### src/rtl/lsu_pkg.sv
package lsu_pkg;
  typedef enum logic [2:0] {
    MD_DIRECT  = 3'd0,
    MD_PTR     = 3'd1,
    MD_POSTINC = 3'd2,
    MD_PREDEC  = 3'd3,
    MD_DISP    = 3'd4
  } lsu_mode_e;

  typedef enum logic [1:0] {
    RG_REG  = 2'd0,
    RG_IO   = 2'd1,
    RG_SRAM = 2'd2,
    RG_NONE = 2'd3
  } lsu_region_e;

  localparam logic [15:0] IO_BASE   = 16'h0020;
  localparam logic [15:0] SRAM_BASE = 16'h0100;
  localparam logic [1:0]  SEL_X     = 2'd0;
  localparam logic [1:0]  SEL_BAD   = 2'd3;
endpackage

### src/rtl/lsu_agen.sv
module lsu_agen
  import lsu_pkg::*;
#(
  parameter int unsigned DISP_W = 6
) (
  input  logic [2:0]        mode_i,
  input  logic [1:0]        sel_i,
  input  logic [DISP_W-1:0] disp_i,
  input  logic [15:0]       dir_addr_i,
  input  logic [15:0]       ptr_i,
  output logic [15:0]       ea_o,
  output logic [15:0]       ptr_new_o,
  output logic              ptr_upd_o,
  output logic              illegal_o
);
  logic upd;

  always_comb begin
    ea_o      = ptr_i;
    ptr_new_o = ptr_i;
    upd       = 1'b0;
    illegal_o = 1'b0;
    case (lsu_mode_e'(mode_i))
      MD_DIRECT:  ea_o = dir_addr_i;
      MD_PTR:     illegal_o = (sel_i == SEL_BAD);
      MD_POSTINC: begin
        ptr_new_o = ptr_i + 16'd1;
        upd       = 1'b1;
        illegal_o = (sel_i == SEL_BAD);
      end
      MD_PREDEC: begin
        ptr_new_o = ptr_i - 16'd1;
        ea_o      = ptr_new_o;
        upd       = 1'b1;
        illegal_o = (sel_i == SEL_BAD);
      end
      MD_DISP: begin
        ea_o      = ptr_i + {{(16-DISP_W){1'b0}}, disp_i};
        illegal_o = (sel_i == SEL_BAD) || (sel_i == SEL_X);
      end
      default: illegal_o = 1'b1;
    endcase
    ptr_upd_o = upd & ~illegal_o;
  end
endmodule

### src/rtl/lsu_decode.sv
module lsu_decode
  import lsu_pkg::*;
#(
  parameter int unsigned SRAM_BYTES = 512,
  parameter int unsigned SRAM_AW    = $clog2(SRAM_BYTES)
) (
  input  logic [15:0]        ea_i,
  output lsu_region_e        region_o,
  output logic [7:0]         io_addr_o,
  output logic [SRAM_AW-1:0] sram_addr_o
);
  localparam logic [16:0] SRAM_LIMIT = 17'(SRAM_BASE) + 17'(SRAM_BYTES);

  logic [15:0] io_off;
  logic [15:0] sram_off;

  assign io_off      = ea_i - IO_BASE;
  assign sram_off    = ea_i - SRAM_BASE;
  assign io_addr_o   = io_off[7:0];
  assign sram_addr_o = sram_off[SRAM_AW-1:0];

  always_comb begin
    if (ea_i < IO_BASE)                  region_o = RG_REG;
    else if (ea_i < SRAM_BASE)           region_o = RG_IO;
    else if ({1'b0, ea_i} < SRAM_LIMIT)  region_o = RG_SRAM;
    else                                 region_o = RG_NONE;
  end
endmodule

### src/rtl/lsu_ctrl.sv
module lsu_ctrl (
  input  logic       clk_i,
  input  logic       rst_ni,
  input  logic       start_i,
  input  logic       slow_i,
  input  logic       sram_load_i,
  input  logic [7:0] fast_data_i,
  input  logic [7:0] sram_rdata_i,
  output logic       idle_o,
  output logic       done_o,
  output logic [7:0] rdata_o
);
  logic       pend_q, from_sram_q, done_q;
  logic [7:0] hold_q, rdata_q;

  always_ff @(posedge clk_i or negedge rst_ni) begin
    if (!rst_ni) begin
      pend_q      <= 1'b0;
      from_sram_q <= 1'b0;
      done_q      <= 1'b0;
      hold_q      <= 8'h00;
      rdata_q     <= 8'h00;
    end else begin
      done_q <= 1'b0;
      if (pend_q) begin
        pend_q  <= 1'b0;
        done_q  <= 1'b1;
        rdata_q <= from_sram_q ? sram_rdata_i : hold_q;
      end else if (start_i) begin
        if (slow_i) begin
          pend_q      <= 1'b1;
          from_sram_q <= sram_load_i;
          hold_q      <= fast_data_i;
        end else begin
          done_q  <= 1'b1;
          rdata_q <= fast_data_i;
        end
      end
    end
  end

  assign idle_o  = ~pend_q;
  assign done_o  = done_q;
  assign rdata_o = rdata_q;

  a_r9_fast_done: assert property (@(posedge clk_i) disable iff (!rst_ni)
    (start_i && !slow_i) |=> done_o);
  a_r9_slow_done: assert property (@(posedge clk_i) disable iff (!rst_ni)
    (start_i && slow_i) |=> (!done_o ##1 done_o));
endmodule

### src/rtl/dspace_lsu.sv
module dspace_lsu
  import lsu_pkg::*;
#(
  parameter int unsigned SRAM_BYTES = 512,
  parameter int unsigned DISP_W     = 6,
  parameter int unsigned SRAM_AW    = $clog2(SRAM_BYTES)
) (
  input  logic               clk_i,
  input  logic               rst_ni,
  input  logic               req_i,
  input  logic               store_i,
  input  logic [2:0]         mode_i,
  input  logic [1:0]         ptr_sel_i,
  input  logic [DISP_W-1:0]  disp_i,
  input  logic [15:0]        dir_addr_i,
  input  logic [7:0]         wdata_i,
  output logic               done_o,
  output logic [7:0]         rdata_o,
  output logic [4:0]         ptr_idx_o,
  input  logic [7:0]         ptr_lo_i,
  input  logic [7:0]         ptr_hi_i,
  output logic               ptr_we_o,
  output logic [15:0]        ptr_wval_o,
  output logic [4:0]         rf_addr_o,
  input  logic [7:0]         rf_rdata_i,
  output logic               rf_we_o,
  output logic [7:0]         wdata_o,
  output logic               io_en_o,
  output logic               io_we_o,
  output logic [7:0]         io_addr_o,
  input  logic [7:0]         io_rdata_i,
  output logic               sram_en_o,
  output logic               sram_we_o,
  output logic [SRAM_AW-1:0] sram_addr_o,
  input  logic [7:0]         sram_rdata_i
);
  localparam logic [4:0] PAIR_BASE = 5'd26;

  logic [15:0] ea, ptr_new;
  logic        ptr_upd, illegal, idle, accept, go, slow, hits_pair;
  logic [7:0]  fast_data;
  lsu_region_e region;

  assign ptr_idx_o = PAIR_BASE + {2'b00, ptr_sel_i, 1'b0};

  lsu_agen #(.DISP_W(DISP_W)) u_agen (
    .mode_i     (mode_i),
    .sel_i      (ptr_sel_i),
    .disp_i     (disp_i),
    .dir_addr_i (dir_addr_i),
    .ptr_i      ({ptr_hi_i, ptr_lo_i}),
    .ea_o       (ea),
    .ptr_new_o  (ptr_new),
    .ptr_upd_o  (ptr_upd),
    .illegal_o  (illegal)
  );

  lsu_decode #(.SRAM_BYTES(SRAM_BYTES), .SRAM_AW(SRAM_AW)) u_dec (
    .ea_i        (ea),
    .region_o    (region),
    .io_addr_o   (io_addr_o),
    .sram_addr_o (sram_addr_o)
  );

  assign accept    = req_i & idle;
  assign go        = accept & ~illegal;
  assign rf_addr_o = ea[4:0];
  assign hits_pair = ptr_upd && (rf_addr_o[4:1] == ptr_idx_o[4:1]);

  // pointer write-back beats a store into the same pair
  assign rf_we_o    = go & store_i & (region == RG_REG) & ~hits_pair;
  assign ptr_we_o   = accept & ptr_upd;
  assign ptr_wval_o = ptr_new;
  assign io_en_o    = go & (region == RG_IO);
  assign io_we_o    = io_en_o & store_i;
  assign sram_en_o  = go & (region == RG_SRAM);
  assign sram_we_o  = sram_en_o & store_i;
  assign wdata_o    = wdata_i;

  assign slow = ~illegal & ((lsu_mode_e'(mode_i) == MD_DIRECT) ||
                            (region == RG_SRAM) || (region == RG_NONE));

  always_comb begin
    fast_data = 8'h00;
    if (!illegal && !store_i) begin
      case (region)
        RG_REG:  fast_data = rf_rdata_i;
        RG_IO:   fast_data = io_rdata_i;
        default: fast_data = 8'h00;
      endcase
    end
  end

  lsu_ctrl u_ctrl (
    .clk_i        (clk_i),
    .rst_ni       (rst_ni),
    .start_i      (accept),
    .slow_i       (slow),
    .sram_load_i  (sram_en_o & ~store_i),
    .fast_data_i  (fast_data),
    .sram_rdata_i (sram_rdata_i),
    .idle_o       (idle),
    .done_o       (done_o),
    .rdata_o      (rdata_o)
  );

  a_r2_one_target: assert property (@(posedge clk_i) disable iff (!rst_ni)
    $countones({rf_we_o, io_en_o, sram_en_o}) <= 1);
  a_r3_unmapped_quiet: assert property (@(posedge clk_i) disable iff (!rst_ni)
    (accept && region == RG_NONE) |-> !(rf_we_o || io_en_o || sram_en_o));
  a_r7_disp_keeps_ptr: assert property (@(posedge clk_i) disable iff (!rst_ni)
    (accept && mode_i == 3'd4) |-> !ptr_we_o);
  a_r11_ptr_wins: assert property (@(posedge clk_i) disable iff (!rst_ni)
    (ptr_we_o && rf_we_o) |-> (rf_addr_o[4:1] != ptr_idx_o[4:1]));
  a_r12_busy_quiet: assert property (@(posedge clk_i) disable iff (!rst_ni)
    (!idle) |-> !(rf_we_o || io_en_o || sram_en_o || ptr_we_o));
endmodule

### config.mk
export PLATFORM = sky130hd
export DESIGN_NAME = dspace_lsu
export DESIGN_NICKNAME = d
export VERILOG_FILES = /design/src/rtl/lsu_pkg.sv /design/src/rtl/lsu_agen.sv /design/src/rtl/lsu_decode.sv /design/src/rtl/lsu_ctrl.sv /design/src/rtl/dspace_lsu.sv
export SDC_FILE = /design/constraint.sdc
export NUM_CORES = 1
export LEC_CHECK = 0
export ABC_CLOCK_PERIOD_IN_PS = 3500
export CAP_MARGIN = 20
export CORE_MARGIN = 5
export CORE_UTILIZATION = 38
export DETAILED_ROUTE_END_ITERATION = 12
export PLACE_DENSITY = 0.78
export SETUP_SLACK_MARGIN = 0.02
export SLEW_MARGIN = 20
export SYNTH_ARGS = -nofsm -noshare
export SYNTH_HDL_FRONTEND = slang
export SYNTH_SLANG_ARGS = --single-unit
### constraint.sdc
create_clock -name clk_i -period 3.5 [get_ports clk_i]
set_clock_uncertainty 0.2 [all_clocks]
set_input_delay 0.35 -clock clk_i [delete_from_list [all_inputs] [get_ports clk_i]]
set_output_delay 0.35 -clock clk_i [all_outputs]
set_load 0.01 [all_outputs]
==> out/summary.txt, run 1 <==
Status -> finished, violations left
Failing checks -> setup timing
Worst EP arrival -> 3.05 ns
WL per Instance -> 20.1 um
Sequential area share after synthesis -> 15.7%
Gr ovfl total -> 0
Share of cells above drive strength 1 -> 37.0%
Placement Cell Area -> 5130 um^2
Vias in the first global route -> 4,278
Number of hold buffers added after cts -> 0
Routed length on met2 -> 7440 um
Total number of vias -> 4,370
Drt pass-1 iters -> 5
Pins Over Slew Limit -> 0
Final Non-Filler Cells -> 742
Clock-pin slew on the worst setup and hold paths -> 0.07 ns
Post-synth EDFFs -> 0
Total I/O pin count -> 145
RSZ-0062 raised after global routing -> yes
Startpoint Class -> input port
Critical Path Max Stage Delay -> 0.58 ns
Max Cap Viol -> 0
PwrDens -> 195 nW/um^2
Die ar. -> 9880 um^2
Maximum fanout along the worst path -> 5
Leakage -> 2.46 nW
CTS tree -> done
Cell variety after synth -> 70
Row Count -> 32
Cells after synthesis -> 407
Setup TNS -> -0.309 ns
Chip width -> 99.4 um
GRT Total Usage -> 27.1%
Largest net degree at the start of global routing -> 20
CP Data Required Time -> 2.95 ns
Initial core utilization -> 39.1%
Worst Max-Slew Pin Slew -> 0.887 ns
Top_reg_cell synth -> dfrtp_1
Syn avg cell area -> 7.46 um^2
Most common cell on crit path -> buf_2
Rel. slew slack -> 40.7%
Routed met3 length -> 1410 um
Top Layer Used -> met4
Final non-filler cell area -> 5620 um^2
CTS Sinks -> 19
Total CTS buffers -> 3
Crit end category -> output pin
Final Core Density -> 72.3%
Cells along the critical path -> buf_2, buf_4, ha_4, a21o_1, a21oi_2, nand2_2, buf_6, and4_1, or4_4, nor4b_4, and2_4, and4b_1, buf_2
Antenna Nets Post-Route -> 0
Final hold violation count -> 0
Critical path type -> in2out
GPL Wtd Cong -> 0.986
Die height -> 99.4 um
Post-synth top area cell -> dfrtp_1
Final #Nets -> 731
Final wirelength -> 14,900 um
Hold Path Class -> reg2reg
Drt first-iter violations -> 436
Placed cell count -> 715
Worst IR Drop VDD -> 0.123 mV
CTS H-tree depth -> 1
Seq cells post-synth -> 19
Share of the synthesized area in the top cell type -> 15.7%
Crit path time final -> 3.60 ns
Placed wire-length estimate -> 10,800 um
Diode count -> 0
Port bufs -> 127
Synth area leaders -> dfrtp_1, a21oi_1, buf_4
Core ar. -> 7770 um^2
Buf+Inv Stages, Crit Path -> 4
Area delta synth->final -> 85.1%
CTS Root Cell -> clkbuf_8
First-pass GRT wire length -> 21,900 um
Slowest-stage cell, CP -> or4_4
Endpoints failing setup -> 4
Post-Syn Nets -> 497
Ys async rst share -> 100%
Fin crit share -> 103%
Worst setup margin -> -0.103 ns
Synth warnings -> 0
Clk_lat worst skew -> 0.26 ns
Fmax -> 278 MHz
Synth Cell Area -> 3040 um^2
Drt drc -> 0
Initial antenna violation count -> 0
Delay-heaviest family, CP -> simple AND/OR/NAND/NOR gates
Wire length on met1 -> 5630 um
Via/cell ratio -> 5.89
Max clock buf depth -> 2
==> through the flow <==
stage                     setup WS (ns)  hold slack [ns]  power, mW
after floorplan                  0.0113           -0.146      0.512
final                            -0.103            0.320       1.10
after global routing             -0.190            0.340       1.15
after global placement           -0.854            0.296      0.841
after CTS                       0.00982            0.319       1.04
after detailed placement         -0.951            0.302      0.856
==> cell usage after synthesis (all sizes together), types with 8 or more instances <==
master	n
a21oi	37
a221o	9
buf	31
clkbuf	14
dfrtp	19
ha	10
inv	29
mux2	8
mux2i	9
nand2	21
nand3	10
nor2	36
nor2b	14
nor3	12
o21ai	13
o22ai	10
o2bb2ai	8
xnor2	13
xor2	15
==> flip-flops by register name, indices dropped and copies added (netlist names) <==
name / flops
u_ctrl.pend_q: 1
u_ctrl.done_o: 1
u_ctrl.from_sram_q: 1
u_ctrl.hold_q: 8
u_ctrl.rdata_o: 8
==> placed cells by master, fill, tap and decap left out, drive strengths merged, types with 4 or more instances in the layout <==
cell / instances
a21o: 4
a21oi: 37
a221o: 9
a22oi: 4
a31oi: 7
and3: 7
buf: 155
clkbuf: 6
clkdlybuf4s50: 100
dfrtp: 19
dlygate4sd2: 10
ha: 10
inv: 28
mux2: 8
mux2i: 9
nand2: 21
nand3: 10
nor2: 36
nor2b: 14
nor3: 12
nor4: 5
o21ai: 13
o22ai: 10
o2bb2ai: 8
or3: 6
or4: 5
xnor2: 13
xor2: 15
==> timing repair <==
item                       CTS  global route
pin swaps                   22            14
gates cloned                 0             2
setup endpoints to repair   40            22
buffers inserted            12             9
resized for setup          102            35
==> layer usage <==
| metal | track usage (%) | up-vias |
|---|---|---|
| met5 | 0 | - |
| met4 | 7.56 | 0 |
| met3 | 4.98 | 50 |
| met2 | 47.3 | 291 |
| met1 | 33.9 | 2091 |
| li1 | - | 1938 |
==> kinds of logic (layout without fill, tap and decap cells) <==
| kind of cell | Yosys count | after routing | synth area share, % |
|---|---|---|---|
| flip-flops | 19 | 19 | 15.7 |
| AO/OA/AOI/OAI | 113 | 114 | 25.9 |
| AND/OR/NAND/NOR | 143 | 143 | 26.8 |
| buffers and inverters | 75 | 307 | 12.7 |
| adder cells (fa/ha/maj) | 11 | 11 | 4.78 |
| XOR/XNOR | 28 | 28 | 8.08 |
| multiplexers | 17 | 17 | 5.94 |
| other | 1 | 1 | 0.124 |
==> final timing paths <==
path	startpoint	slack [ns]	cells after the start	to
hold reg to reg	u_ctrl.rdata_o[3]	0.32	1	u_ctrl.rdata_o[3]
max in group asynchronous	rst_ni	2.17	1	u_ctrl.rdata_o[3]
setup reg to reg	u_ctrl.pend_q	1.11	8	u_ctrl.hold_q[0]
min in group asynchronous	rst_ni	0.38	1	u_ctrl.rdata_o[5]
setup / recovery	ptr_lo_i[4]	-0.10	13	rf_we_o
hold / removal	u_ctrl.rdata_o[3]	0.32	1	u_ctrl.rdata_o[3]
==> report_power, final <==
part,switching [mW],internal [mW]
sequential,0.00856,0.225
combinational,0.329,0.378
clock,0.0793,0.0794
==> area by class of cell <==
class | instances | area, um^2
flip-flops and latches | 19 | 475
repair buffers | 273 | 2360
inverters | 30 | 116
clock inverters | 1 | 5.00
multi-input cells | 314 | 2490
clock buffers | 3 | 41.3
fillers | 547 | 2150
well taps | 102 | 128
Note: power is estimated with default switching activity, not from simulation.
==> run 2: changes to the inputs <==
SYNTH_HIERARCHICAL = 1   (was default)
==> run 2 against run 1 <==
The flow still finishes with violations (setup timing). Worst hold slack worse by 0.011 ns. First-iteration DRC count down 0.46%. Synthesized cell count up 1.7%. Area after synthesis up 1.8%. Global-route usage about the same. Critical path type unchanged. Critical endpoint unchanged.
==> out/summary.txt, run 2 <==
Fmax -> 251 MHz (was 278 MHz)
Die ar. -> 10,000 um^2 (was 9880 um^2)
WL per Instance -> 19.9 um (was 20.1 um)
Endpoints failing setup -> 23 (was 4)
CTS H-tree depth -> 1 (unchanged)
Hold Path Class -> reg2reg (unchanged)
Total number of vias -> 4,146 (was 4,370)
Total CTS buffers -> 3 (unchanged)
Gr ovfl total -> 0 (unchanged)
Max clock buf depth -> 2 (unchanged)
Drt drc -> 0 (unchanged)
Initial core utilization -> 39.6% (was 39.1%)
Most frequent cells in the layout -> buf_4, clkdlybuf4s50_1, a21oi_1 (was buf_4, clkdlybuf4s50_1, nor2_1)
Final #Nets -> 719 (was 731)
Largest net degree at the start of global routing -> 22 (was 20)
Post-synth EDFFs -> 0 (unchanged)
Critical path type -> in2out (unchanged)
Chip width -> 100 um (was 99.4 um)
Die height -> 100 um (was 99.4 um)
Top_reg_cell synth -> dfrtp_1 (unchanged)
Filler Cell Count -> 592 (was 547)
Share of cells above drive strength 1 -> 38.1% (was 37.0%)
Vias in the first global route -> 4,202 (was 4,278)
GRT Total Usage -> 27.0% (was 27.1%)
Clk_lat worst skew -> 0.26 ns (about the same)
CP Data Required Time -> 2.95 ns (about the same)
Drt first-iter violations -> 434 (was 436)
Ys async rst share -> 100% (unchanged)
Diode count -> 0 (unchanged)
Sequential area share after synthesis -> 15.4% (was 15.7%)
Number of hold buffers added after cts -> 0 (unchanged)
Worst Max-Slew Pin Slew -> 0.906 ns (was 0.887 ns)
Setup TNS -> -7.27 ns (was -0.309 ns)
Crit end category -> output pin (unchanged)
Top post-synthesis cells by count -> a21oi_1, nor2_1, nand2_1 (was a21oi_1, nor2_1, inv_1)
Most common cell in the netlist -> a21oi_1 (unchanged)
Initial antenna violation count -> 0 (unchanged)
Post-Syn Nets -> 505 (was 497)
Row Count -> 32 (unchanged)
Post-synth top area cell -> dfrtp_1 (unchanged)
Placed wire-length estimate -> 10,600 um (was 10,800 um)
Register Area -> 475 um^2 (unchanged)
First-pass GRT wire length -> 21,800 um (was 21,900 um)
Seq cells post-synth -> 19 (unchanged)
Synth area leaders -> dfrtp_1, a21oi_1, mux2i_1 (was dfrtp_1, a21oi_1, buf_4)
Via/cell ratio -> 5.69 (was 5.89)
Maximum fanout along the worst path -> 7 (was 5)
Pins Over Slew Limit -> 0 (unchanged)
Rel. slew slack -> 39.4% (was 40.7%)
CTS Root Cell -> clkbuf_8 (unchanged)
Synth warnings -> 6 (was 0)
PwrDens -> 204 nW/um^2 (was 195 nW/um^2)
Worst IR Drop VDD -> 0.155 mV (was 0.123 mV)
Worst EP arrival -> 3.43 ns (was 3.05 ns)
Power Total -> 1.16 mW (was 1.10 mW)
CTS Sinks -> 19 (unchanged)
Syn avg cell area -> 7.46 um^2 (about the same)
Status -> finished, violations left (unchanged)
Synth Cell Area -> 3090 um^2 (was 3040 um^2)
Clock-pin slew on the worst setup and hold paths -> 0.08 ns (was 0.07 ns)
Cells after synthesis -> 414 (was 407)
Commonest non-fill, non-tap cell in the layout -> buf_4 (unchanged)
Final hold violation count -> 0 (unchanged)
Leakage -> 2.48 nW (was 2.46 nW)
Port bufs -> 127 (unchanged)
Fin crit share -> 114% (was 103%)
Cell variety after synth -> 62 (was 70)
RSZ-0062 raised after global routing -> yes (unchanged)
Core ar. -> 7810 um^2 (was 7770 um^2)
Final wirelength -> 14,500 um (was 14,900 um)
Drt pass-1 iters -> 5 (unchanged)
Area delta synth->final -> 84.4% (was 85.1%)
Total I/O pin count -> 145 (unchanged)
Antenna Nets Post-Route -> 0 (unchanged)
Worst setup margin -> -0.481 ns (was -0.103 ns)
CTS tree -> done (unchanged)
Area of the multi-input gates -> 2700 um^2 (was 2490 um^2)
Share of the synthesized area in the top cell type -> 15.4% (was 15.7%)
Startpoint Class -> input port (unchanged)
GPL Wtd Cong -> 0.955 (was 0.986)
Crit path time final -> 3.98 ns (was 3.60 ns)
Failing checks -> setup timing (unchanged)
Max Cap Viol -> 0 (unchanged)
-- run 2: cell count changes after synthesis, sizes merged, moves of 7 or more --
cell	before	now
a221o	9	0
a211oi	1	10
mux2i	9	18
o2bb2ai	8	0
nand2	21	28
inv	29	16
-- run 2: kinds of logic after synthesis --
kind of cell	count (synthesis)	share of synthesized area (%)
AOI/OAI and AO/OA	115	24.2
xor gates and xnor gates	31	8.79
adders and majority gates	12	5.10
buffers and inverters	67	12.5
DFF	19	15.4
muxes	27	9.11
other	1	0.121
and+or+nand+nor	142	24.9
-- run 2: path summary, 6_finish.rpt --
path | from | slack [ns] | end | depth (start not counted)
worst max-delay path | ptr_lo_i[4] | -0.48 | rf_we_o | 15
worst min-delay path | u_ctrl/hold_q[0] | 0.31 | u_ctrl/hold_q[0] | 1
worst max register to register | u_ctrl/pend_q | 1.37 | u_ctrl/rdata_o[1] | 6
worst min register to register | u_ctrl/hold_q[0] | 0.31 | u_ctrl/hold_q[0] | 1
max in group asynchronous | rst_ni | 2.15 | u_ctrl/from_sram_q | 1
min in group asynchronous | rst_ni | 0.39 | u_ctrl/hold_q[6] | 1
-- run 2: critical path, stage by stage --
cell             delay [ns]
clkdlybuf4s15_2        0.22
buf_6                  0.14
or3_4                  0.38
nor4_4                 0.26
xnor2_1                0.15
a21oi_1                0.11
buf_4                  0.14
o22a_1                 0.20
or4_4                  0.49
nor3_4                 0.19
nand2_2                0.11
nor2_2                 0.14
nand3_2                0.11
a311oi_2               0.26
buf_2                  0.18
-- run 2: repair_timing --
item	CTS	global route
setup endpoints to repair	42	37
gates cloned	1	1
pin swaps	39	24
setup buffers	13	8
gates resized for setup	166	31
-- run 2: routing by layer --
layer / track usage, % / vias up / wire [um]
met5: 0 / - / 0
met4: 8.19 / 0 / 340
met3: 3.68 / 30 / 972
met2: 47.6 / 228 / 7370
met1: 34.2 / 1981 / 5820
li1: - / 1907 / -
-- run 2: power by group --
part / total [mW] / switching [mW] / internal, mW
logic: 0.750 / 0.346 / 0.404
registers: 0.254 / 0.0126 / 0.242
clock network: 0.158 / 0.0788 / 0.0794
-- run 2: area by class of cell --
cell class	instances	share of cell area [%]
inverters	16	1.14
repair buffers	259	40.2
multi-input cells	329	47.3
well taps	102	2.24
clock buffers	3	0.724
clock inverters	1	0.0878
flip-flops and latches	19	8.34
-- run 2: metrics by stage --
| step | hold slack [ns] | cells | util, % | area [um^2] | worst slack, ns |
|---|---|---|---|---|---|
| floorplan | -0.146 | 414 | - | 3130 | -0.148 |
| global placement | 0.279 | 705 | 64.7 | 5050 | -1.38 |
| detailed placement | 0.285 | 705 | 64.7 | 5050 | -1.47 |
| CTS | 0.301 | 722 | 70.9 | 5540 | -0.497 |
| global route | 0.326 | 729 | 73.0 | 5700 | -0.599 |
| finish | 0.309 | 729 | 73.0 | 5700 | -0.481 |
==> run 3: changes to the inputs <==
CAP_MARGIN = 5   (was 20)
CTS_CLUSTER_SIZE = 8   (was default)
==> results of run 3 <==
Same layout as run 2: the final DEF is identical, and so are final timing and power.
